## src/rtl/ccdseq_pkg.sv

```systemverilog
package ccdseq_pkg;
  typedef enum logic [2:0] {
    SEQ_IDLE,
    SEQ_INTEG,
    SEQ_VSHIFT,
    SEQ_GAP,
    SEQ_HREAD,
    SEQ_DONE
  } seq_state_t;
endpackage

```

## src/rtl/ccd_vclk_gen.sv

```systemverilog
module ccd_vclk_gen #(
  parameter int V_HALF = 400,
  parameter int ROWS   = 128,
  localparam int CW = $clog2(2 * V_HALF),
  localparam int LW = $clog2(ROWS + 1)
) (
  input  logic          clk,
  input  logic          rst,
  input  logic          go,
  input  logic [LW-1:0] n_lines,
  output logic          p1v,
  output logic          p2v,
  output logic          fin
);
  logic          active;
  logic [CW-1:0] cnt;
  logic [LW-1:0] left;

  always_ff @(posedge clk) begin
    if (rst) begin
      active <= 1'b0;
      cnt    <= '0;
      left   <= '0;
      p1v    <= 1'b0;
      p2v    <= 1'b0;
      fin    <= 1'b0;
    end else begin
      fin <= 1'b0;
      if (!active && go) begin
        active <= 1'b1;
        cnt    <= '0;
        left   <= n_lines - LW'(1);
        p1v    <= 1'b1;
        p2v    <= 1'b0;
      end else if (active) begin
        if (cnt == CW'(2 * V_HALF - 1)) begin
          cnt <= '0;
          if (left == '0) begin
            active <= 1'b0;
            p1v    <= 1'b0;
            p2v    <= 1'b0;
            fin    <= 1'b1;
          end else begin
            left <= left - LW'(1);
            p1v  <= 1'b1;
            p2v  <= 1'b0;
          end
        end else begin
          cnt <= cnt + CW'(1);
          if (cnt == CW'(V_HALF - 1)) begin
            p1v <= 1'b0;
            p2v <= 1'b1;
          end
        end
      end
    end
  end


  v_phase_excl_chk: assert property (@(posedge clk) disable iff (rst)
    !(p1v && p2v));

  v_order_chk: assert property (@(posedge clk) disable iff (rst)
    $rose(p2v) |-> $past(p1v));
endmodule

```

## src/rtl/ccd_hclk_gen.sv

```systemverilog
module ccd_hclk_gen #(
  parameter int H_HALF  = 100,
  parameter int RG_W    = 10,
  parameter int LEAD    = 10,
  parameter int TRAIL   = 10,
  parameter int MAX_PIX = 1044,
  localparam int CW = $clog2(2 * H_HALF),
  localparam int PW = $clog2(MAX_PIX + 1)
) (
  input  logic          clk,
  input  logic          rst,
  input  logic          go,
  input  logic [PW-1:0] n_pix,
  output logic          p1h,
  output logic          p2h,
  output logic          rg,
  output logic          strobe,
  output logic          dummy,
  output logic          fin
);
  logic          active;
  logic [CW-1:0] cnt;
  logic [PW-1:0] pix;

  always_ff @(posedge clk) begin
    if (rst) begin
      active <= 1'b0;
      cnt    <= '0;
      pix    <= '0;
      p1h    <= 1'b0;
      p2h    <= 1'b0;
      rg     <= 1'b0;
      strobe <= 1'b0;
      dummy  <= 1'b0;
      fin    <= 1'b0;
    end else begin
      fin    <= 1'b0;
      strobe <= 1'b0;
      if (!active && go) begin
        active <= 1'b1;
        cnt    <= '0;
        pix    <= '0;
        p1h    <= 1'b1;
        p2h    <= 1'b0;
        rg     <= 1'b1;
      end else if (active) begin
        if (cnt == CW'(2 * H_HALF - 1)) begin
          cnt <= '0;
          if (pix == n_pix - PW'(1)) begin
            active <= 1'b0;
            p1h    <= 1'b0;
            p2h    <= 1'b0;
            rg     <= 1'b0;
            fin    <= 1'b1;
          end else begin
            pix <= pix + PW'(1);
            p1h <= 1'b1;
            p2h <= 1'b0;
            rg  <= 1'b1;
          end
        end else begin
          cnt <= cnt + CW'(1);
          if (cnt == CW'(H_HALF - 1)) begin
            p1h <= 1'b0;
            p2h <= 1'b1;
          end
          if (cnt == CW'(RG_W - 1)) rg <= 1'b0;
          if (cnt == CW'(2 * H_HALF - 2)) begin
            strobe <= 1'b1;
            dummy  <= (pix < PW'(LEAD)) || (pix >= n_pix - PW'(TRAIL));
          end
        end
      end
    end
  end


  h_phase_excl_chk: assert property (@(posedge clk) disable iff (rst)
    !(p1h && p2h));

  rg_in_p1h_chk: assert property (@(posedge clk) disable iff (rst)
    rg |-> p1h);

  strobe_in_p2h_chk: assert property (@(posedge clk) disable iff (rst)
    strobe |-> p2h);

  strobe_single_chk: assert property (@(posedge clk) disable iff (rst)
    strobe |=> !strobe);
endmodule

```

## src/rtl/ccd_clk_seq.sv

```systemverilog
module ccd_clk_seq
  import ccdseq_pkg::*;
#(
  parameter int ROWS       = 128,
  parameter int ACT_NARROW = 512,
  parameter int ACT_WIDE   = 1024,
  parameter int LEAD       = 10,
  parameter int TRAIL      = 10,
  parameter int V_HALF     = 400,
  parameter int H_HALF     = 100,
  parameter int RG_W       = 10,
  parameter int TG_GAP     = 150,
  parameter int INTEG_CYC  = 50000
) (
  input  logic clk,
  input  logic rst,
  input  logic start,
  input  logic mode_area,
  input  logic wide_sel,
  output logic p1v,
  output logic p2v,
  output logic tg,
  output logic p1h,
  output logic p2h,
  output logic sg,
  output logic rg,
  output logic shutter_open,
  output logic busy,
  output logic done,
  output logic pix_strobe,
  output logic pix_dummy
);
  localparam int NPIX_N = LEAD + ACT_NARROW + TRAIL;
  localparam int NPIX_W = LEAD + ACT_WIDE + TRAIL;
  localparam int MAXPIX = (NPIX_W > NPIX_N) ? NPIX_W : NPIX_N;
  localparam int LW     = $clog2(ROWS + 1);
  localparam int PW     = $clog2(MAXPIX + 1);
  localparam int MAXC   = (INTEG_CYC > TG_GAP) ? INTEG_CYC : TG_GAP;
  localparam int TW     = $clog2(MAXC + 1);

  seq_state_t    st;
  logic [TW-1:0] cnt;
  logic [LW-1:0] rows_done;
  logic          area_r, wide_r, v_go, h_go, v_fin, h_fin;
  logic [LW-1:0] n_lines;
  logic [PW-1:0] n_pix;

  assign n_lines = area_r ? LW'(1) : LW'(ROWS);
  assign n_pix   = wide_r ? PW'(NPIX_W) : PW'(NPIX_N);
  assign busy    = (st != SEQ_IDLE);
  assign tg      = p2v;
  assign sg      = p2h;

  always_ff @(posedge clk) begin
    if (rst) begin
      st           <= SEQ_IDLE;
      cnt          <= '0;
      rows_done    <= '0;
      area_r       <= 1'b0;
      wide_r       <= 1'b0;
      v_go         <= 1'b0;
      h_go         <= 1'b0;
      shutter_open <= 1'b0;
      done         <= 1'b0;
    end else begin
      v_go <= 1'b0;
      h_go <= 1'b0;
      done <= 1'b0;
      case (st)
        SEQ_IDLE: if (start) begin
          area_r       <= mode_area;
          wide_r       <= wide_sel;
          rows_done    <= '0;
          cnt          <= '0;
          shutter_open <= 1'b1;
          st           <= SEQ_INTEG;
        end
        SEQ_INTEG: begin
          if (cnt == TW'(INTEG_CYC - 1)) begin
            shutter_open <= 1'b0;
            v_go         <= 1'b1;
            st           <= SEQ_VSHIFT;
          end else cnt <= cnt + TW'(1);
        end
        SEQ_VSHIFT: if (v_fin) begin
          cnt <= '0;
          st  <= SEQ_GAP;
        end
        SEQ_GAP: begin
          if (cnt == TW'(TG_GAP - 1)) begin
            h_go <= 1'b1;
            st   <= SEQ_HREAD;
          end else cnt <= cnt + TW'(1);
        end
        SEQ_HREAD: if (h_fin) begin
          if (area_r && rows_done != LW'(ROWS - 1)) begin
            rows_done <= rows_done + LW'(1);
            v_go      <= 1'b1;
            st        <= SEQ_VSHIFT;
          end else begin
            done <= 1'b1;
            st   <= SEQ_DONE;
          end
        end
        SEQ_DONE: st <= SEQ_IDLE;
        default:  st <= SEQ_IDLE;
      endcase
    end
  end

  ccd_vclk_gen #(.V_HALF(V_HALF), .ROWS(ROWS)) i_vclk (
    .clk(clk), .rst(rst), .go(v_go), .n_lines(n_lines),
    .p1v(p1v), .p2v(p2v), .fin(v_fin)
  );

  ccd_hclk_gen #(.H_HALF(H_HALF), .RG_W(RG_W), .LEAD(LEAD), .TRAIL(TRAIL),
                 .MAX_PIX(MAXPIX)) i_hclk (
    .clk(clk), .rst(rst), .go(h_go), .n_pix(n_pix),
    .p1h(p1h), .p2h(p2h), .rg(rg), .strobe(pix_strobe),
    .dummy(pix_dummy), .fin(h_fin)
  );


  no_vh_overlap_chk: assert property (@(posedge clk) disable iff (rst)
    (p1h || p2h) |-> !(p1v || p2v));

  shutter_quiet_chk: assert property (@(posedge clk) disable iff (rst)
    shutter_open |-> !(p1v || p2v || p1h || p2h));

  done_in_busy_chk: assert property (@(posedge clk) disable iff (rst)
    done |-> busy);

  done_then_idle_chk: assert property (@(posedge clk) disable iff (rst)
    done |=> !busy);
endmodule

```

## config.mk

```make
export PLATFORM = sky130hd
export DESIGN_NAME = ccd_clk_seq
export DESIGN_NICKNAME = d
export VERILOG_FILES = /design/src/rtl/ccdseq_pkg.sv /design/src/rtl/ccd_vclk_gen.sv /design/src/rtl/ccd_hclk_gen.sv /design/src/rtl/ccd_clk_seq.sv
export SDC_FILE = /design/constraint.sdc
export NUM_CORES = 1
export LEC_CHECK = 0
export ABC_AREA = 0
export BUFFER_PORTS_ARGS = -buffer_cell sky130_fd_sc_hd__clkbuf_2
export CAP_MARGIN = 5
export CORE_ASPECT_RATIO = 0.7
export CORE_UTILIZATION = 42
export CTS_BUF_LIST = sky130_fd_sc_hd__clkbuf_2 sky130_fd_sc_hd__clkbuf_4 sky130_fd_sc_hd__clkbuf_8
export CTS_CLUSTER_DIAMETER = 120
export DETAILED_ROUTE_END_ITERATION = 10
export SYNTH_ARGS = -nofsm -noshare
export SYNTH_HDL_FRONTEND = slang
export SYNTH_SLANG_ARGS = --single-unit
export TNS_END_PERCENT = 10
```

## constraint.sdc

```tcl
create_clock -name clk -period 6.2 [get_ports clk]
set_input_delay 0.93 -clock clk [delete_from_list [all_inputs] [get_ports clk]]
set_output_delay 0.93 -clock clk [all_outputs]
set_load 0.01 [all_outputs]
```

==> results of run 1 <==
-- how the worst max path moves through the flow --
stage | start | endpoint
finish | rst | cnt[6]
CTS | st[0] | cnt[3]
floorplan | start | rows_done[4]
global placement | rst | cnt[6]
detailed placement | rst | cnt[6]
global route | st[0] | cnt[3]
-- flip-flops by register name, summed over array words and instances (netlist names), 3 cells and up --
register and count:
cnt 16, i_hclk.pix 11, i_vclk.cnt 10, i_hclk.cnt 8, i_vclk.left 8, rows_done 8, st 3
-- layout make-up --
type,count,area (um^2),share of cell area (%)
Multi-Input combinational cell,371,2400,52.9
Inverter,15,56.3,1.24
Clock buffer,13,173,3.81
Tap cell,128,160,3.53
Clock inverter,3,46.3,1.02
Sequential cell,81,1620,35.8
Timing Repair Buffer,16,80.1,1.77
-- tightest hold or removal path, cell delays in order, from the launching register on --
cell,delay (ns)
dfxtp_1,0.32
nand3_1,0.06
a21oi_1,0.05
-- per-stage QoR --
step | worst slack (ns) | util, % | instance area (um^2)
2_1_floorplan | 4.12 | - | 4210
3_3_place_gp | 3.31 | 44.4 | 4310
3_5_place_dp | 3.32 | 44.4 | 4310
4_1_cts | 3.69 | 46.6 | 4530
5_1_grt | 3.38 | 46.6 | 4530
6_report | 3.67 | 46.6 | 4530
-- cells in the mapped netlist, drive strengths merged, types with 3 or more instances --
| cell type | number |
|---|---|
| dfxtp | 81 |
| nor2 | 51 |
| a21oi | 34 |
| nand2 | 34 |
| nand3 | 25 |
| o21ai | 20 |
| inv | 15 |
| xor2 | 15 |
| nand4 | 14 |
| nor3 | 14 |
| buf | 12 |
| ha | 12 |
| a31oi | 10 |
| nor4 | 10 |
| or4 | 10 |
| xnor2 | 10 |
| and3 | 9 |
| clkbuf | 9 |
| and4 | 7 |
| o22ai | 7 |
| a21o | 6 |
| nor3b | 6 |
| nor4b | 6 |
| o31ai | 6 |
| or3 | 6 |
| a211oi | 5 |
| mux2i | 5 |
| nand2b | 4 |
| o21a | 4 |
| and2 | 3 |
| nand4b | 3 |
| nor2b | 3 |
-- metal layers --
layer / global-route usage [%] / wire length [um] / vias up
met5: 0 / 0 / -
met4: 4.83 / 74 / 0
met3: 6.18 / 390 / 9
met2: 26.3 / 3820 / 65
met1: 27.9 / 5000 / 1707
li1: - / - / 1825
-- where the power goes --
| group | switching (mW) | total [mW] | internal, mW |
|---|---|---|---|
| Sequential | 0.00416 | 0.526 | 0.522 |
| Combinational | 0.0266 | 0.0379 | 0.0112 |
| Clock | 0.196 | 0.421 | 0.225 |
-- kinds of logic after synthesis --
family / after synthesis / share of synthesized area, %
XOR/XNOR: 25 / 5.21
buffers and inverters: 36 / 4.46
flip-flops: 81 / 38.6
multiplexers: 7 / 1.73
adder cells (fa/ha/maj): 12 / 3.57
AND/OR/NAND/NOR: 216 / 29.2
AO/OA/AOI/OAI: 111 / 17.2
-- cells in the final DEF, fill, tap and decap left out, types with 6 or more instances in the layout --
| master | Yosys | layout |
|---|---|---|
| o21ai_0 | 19 | 19 |
| ha_1 | 12 | 12 |
| clkbuf_8 | 0 | 12 |
| nor4_1 | 9 | 9 |
| a21o_1 | 6 | 6 |
| and3_1 | 8 | 8 |
| nand4_1 | 14 | 14 |
| inv_1 | 15 | 15 |
| dfxtp_1 | 81 | 81 |
| xnor2_1 | 10 | 10 |
| o22ai_1 | 7 | 7 |
| xor2_1 | 15 | 15 |
| clkbuf_2 | 0 | 16 |
| nand2_1 | 34 | 34 |
| nor3_1 | 12 | 12 |
| a31oi_1 | 10 | 10 |
| nand3_1 | 25 | 25 |
| nor2_1 | 51 | 51 |
| and4_1 | 7 | 7 |
| a21oi_1 | 32 | 32 |
| o31ai_1 | 6 | 6 |
| or4_1 | 10 | 10 |
==> impl_metrics.py, run 1 <==
metrics = {
    "run_status": {
        "status": "finished clean",
    },
    "placed_design": {
        "place_inst": 611,
        "io_buffers": 16,
        "hpwl_um": 6520,
        "gp_congestion": 0.867,
    },
    "synth": {
        "ys_ff_latch": 81,
        "synth_edf_count": 0,
        "synth_ff_type": "dfxtp_1",
        "syn_nets": 505,
        "synth_area_leaders": "dfxtp_1 39%, nor2_1 4.6%, a21oi_1 3.8%, ha_1 3.6%, xor2_1 3.1%",
        "synth.avg_cell_area_um2": 8.62,
        "yosysTopAreaCell": "dfxtp_1",
        "async_flop_share_pct": 0,
        "synth_area_um2": 4210,
        "yosysSeqAreaShare_pct": 38.6,
        "yosysTopAreaCellShare_pct": 38.6,
        "syn_inst": 488,
        "synth_cell_type_count": 73,
        "yosys_warnings": 0,
    },
    "sta": {
        "rsz0062_at_grt": "no",
        "min_period_over_period_pct": 40.8,
        "worst_clock_skew_ns": 0.00918,
        "slew_headroom_pct": 23.5,
        "hold_ws_ns": 0.474,
        "setup_viol": 0,
        "period_minus_slack_ns": 2.53,
        "worst_pin_slew_ns": 1.14,
        "finalHoldViolCount": 0,
        "fin_tns_setup_ns": 0,
        "fmax_ghz": 0.396,
        "slew_viol_final": 0,
    },
    "floorplan": {
        "rows": 30,
        "io_pins": 17,
        "start_util_pct": 43.3,
        "dieArea_um2": 10400,
        "coreArea_um2": 9720,
        "die_w_um": 122,
        "dieHeight_um": 85.7,
    },
    "detailed_routing": {
        "wl_um": 9290,
        "vias_per_cell": 5.75,
        "drc": 0,
        "drtPass1Iterations": 5,
        "ant_nets": 0,
        "vias": 3606,
        "drt-initial-drc-count": 196,
        "wire_per_inst_um": 14.8,
    },
    "layout": {
        "final_nets": 511,
        "fin_cells": 627,
        "syn_to_final_growth_pct": 7.80,
        "antennaDiodeCount": 0,
        "num-fill-cells": 945,
        "drive_gt1_share_pct": 10.6,
    },
    "critical_path": {
        "worstPathArrival_ns": 2.84,
        "critPathTopFamily": "buffers and inverters",
        "timing.rr.start": "st[0]",
        "r2r_cells": 5,
        "crit_path_max_fanout": 37,
        "r2r-end": "cnt[3]",
        "reg2reg_slack_ns": 3.68,
        "critPathLaunchType": "input pin",
        "critPathCaptureType": "register",
        "critPathRequiredTime_ns": 6.51,
        "critical_path_class": "in2reg",
        "worstPathCellList": "clkbuf_2 -> inv_1 -> o31ai_1 -> or4_1 -> nand2_1",
        "cp_num_buf_inv": 2,
        "crit_slowest_cell": "or4_1",
        "crit_cells": 5,
        "critical_path.max_stage_delay_ns": 0.54,
    },
    "clock_network": {
        "cts_setup_buffers": 0,
        "clk_path_buf_depth": 2,
        "cts_tree": "built",
        "clock_sinks": 81,
        "path_clk_slew_ns": 0.08,
        "cts-root-buf": "clkbuf_8",
        "cts-resized-gates": 0,
        "h-tree-depth": 3,
        "hold_buffers": 0,
        "clk_latency_ns": 0.37,
        "cts_buffers": 9,
    },
    "hold_path": {
        "holdPathStages": 2,
        "hold_path.class": "reg2reg",
        "min_to": "i_vclk.p1v",
        "hold_start": "i_vclk.p1v",
    },
    "global_routing": {
        "grt_pass1_vias": 3208,
        "track_usage_pct": 19.0,
        "grt_pass1_wl_um": 15500,
        "gr-total-overflow": 0,
        "antenna_found_initial": 0,
        "grt_max_degree": 38,
    },
    "power": {
        "p_per_area_nw_per_um2": 217,
        "irDropWorstVdd_v": 0.0000871,
        "power_mw": 0.985,
        "leakage_nw": 1.59,
    },
    "flow_run": {
        "maxCapViolCount": 0,
    },
}
No activity file was read; power rests on OpenSTA's default activity.
==> run 2: changes to the inputs <==
clock period = 2.4 ns   (was 6.2 ns; I/O delays follow)
==> impl_metrics.py, run 2 (synthesis gave the netlist of run 1 again) <==
metrics = {
    "run_status": {
        "status": "finished clean",
    },
    "clock_network": {
        "cts-resized-gates": 0,
        "cts-root-buf": "clkbuf_8",
        "h-tree-depth": 3,
        "path_clk_slew_ns": 0.08,
        "cts_tree": "built",
        "clk_path_buf_depth": 2,
        "cts_buffers": 9,
        "clock_sinks": 81,
        "hold_buffers": 0,
        "clk_latency_ns": 0.35,
        "cts_setup_buffers": 0,
    },
    "detailed_routing": {
        "wl_met3_um": 370,
        "met1_length_um": 5290,
        "vias_per_cell": 5.68,
        "wire_per_inst_um": 15.1,
        "vias": 3647,
        "top_layer_used": "met4",
        "wl_um": 9710,
        "drt-initial-drc-count": 252,
        "routed-wl-met2_um": 3950,
        "drc": 0,
        "ant_nets": 0,
        "drtPass1Iterations": 4,
    },
    "placed_design": {
        "hpwl_um": 6990,
        "io_buffers": 16,
        "gp_congestion": 0.909,
    },
    "global_routing": {
        "gr-total-overflow": 0,
        "grt_pass1_vias": 3267,
        "grt_max_degree": 20,
        "antenna_found_initial": 0,
        "grt_pass1_wl_um": 16000,
        "track_usage_pct": 19.5,
    },
    "layout": {
        "drive_gt1_share_pct": 13.2,
        "fin_util_pct": 47.7,
        "largest_reg_flops": 16,
        "antennaDiodeCount": 0,
        "layout_common_cells": "81 x dfxtp_1, 51 x nor2_1, 34 x nand2_1",
        "regMostFlops": "cnt",
        "final_nets": 527,
        "num-fill-cells": 942,
        "final_common_cell": "dfxtp_1",
        "syn_to_final_growth_pct": 10.2,
        "reg_top3": "cnt: 16 flops, i_hclk.pix: 11 flops, i_vclk.cnt: 10 flops",
    },
    "sta": {
        "slew_viol_final": 0,
        "worst_clock_skew_ns": 0.00846,
        "hold_ws_ns": 0.241,
        "slew_headroom_pct": 60.8,
        "finalHoldViolCount": 0,
        "min_period_over_period_pct": 89.8,
        "worst_pin_slew_ns": 0.582,
        "period_minus_slack_ns": 2.15,
        "rsz0062_at_grt": "no",
        "fmax_ghz": 0.464,
        "fin_tns_setup_ns": 0,
        "setup_viol": 0,
    },
    "critical_path": {
        "critPathRequiredTime_ns": 2.64,
        "critPathCaptureType": "register",
        "critical_path.max_stage_delay_ns": 0.57,
        "cp_num_buf_inv": 0,
        "critical_path_class": "reg2reg",
        "crit_path_max_fanout": 13,
        "critPathLaunchType": "register",
        "worstPathCellList": "ha_1 -> and4_1 -> or4b_4 -> or4_1 -> nand3_1 -> a31oi_1",
        "worstPathArrival_ns": 2.39,
        "critPathTopFamily": "simple AND/OR/NAND/NOR gates",
        "crit_slowest_cell": "or4b_4",
    },
    "floorplan": {
        "die_w_um": 122,
        "io_pins": 17,
        "dieArea_um2": 10400,
        "start_util_pct": 43.3,
        "coreArea_um2": 9720,
        "dieHeight_um": 85.7,
        "rows": 30,
    },
    "flow_run": {
        "maxCapViolCount": 0,
    },
    "power": {
        "power_mw": 2.48,
        "leakage_nw": 1.67,
        "irDropWorstVdd_v": 0.000352,
        "p_per_area_nw_per_um2": 535,
    },
    "hold_path": {
        "hold_path.class": "in2reg",
    },
}
-- run 2: cell count changes in the layout (fill, tap and decap cells not counted), sizes merged --
cell      previous run  this run
clkinvlp             1         0
clkinv               0         2
buf                  0        16
clkbuf              29        28
inv                 16        15
-- run 2: where the power goes --
group          switching (mW)  internal (mW)
logic                  0.0760         0.0385
registers             0.00912           1.35
clock network           0.466          0.540
-- run 2: cell type report --
| cell class | instances | area [um^2] | share of cell area (%) |
|---|---|---|---|
| flip-flops and latches | 81 | 1620 | 35.0 |
| multi-input cells | 371 | 2400 | 51.7 |
| repair buffers | 32 | 200 | 4.32 |
| well taps | 128 | 160 | 3.46 |
| clock inverters | 3 | 40.0 | 0.864 |
| clock buffers | 12 | 159 | 3.43 |
| inverters | 15 | 56.3 | 1.22 |
-- run 2: routing by layer --
| layer | vias to the layer above | global-route usage [%] |
|---|---|---|
| met5 | - | 0 |
| met4 | 0 | 5.95 |
| met3 | 8 | 4.79 |
| met2 | 56 | 26.7 |
| met1 | 1727 | 29.6 |
| li1 | 1856 | - |
-- run 2: worst reg2reg max path: stages (launching register included) --
cell     delay (ns)
dfxtp_1        0.38
ha_1           0.20
and4_1         0.21
or4b_4         0.57
or4_1          0.50
nand3_1        0.10
a31oi_1        0.08
-- run 2: final timing paths --
path	cells past startpoint	from	slack [ns]	to
min reg2reg	2	i_vclk.p1v	0.48	i_vclk.p1v
min	3	mode_area	0.24	area_r
max	6	i_vclk.cnt[0]	0.25	i_vclk.left[4]
max reg2reg	6	i_vclk.cnt[0]	0.25	i_vclk.left[4]
-- run 2: per-stage QoR --
stage | setup slack [ns] | area (um^2) | std cells
after floorplan | 0.344 | 4210 | 488
after global placement | 0.295 | 4430 | 627
after detailed placement | 0.264 | 4430 | 627
after CTS | 0.255 | 4630 | 642
after global routing | 0.148 | 4630 | 642
final | 0.245 | 4630 | 642
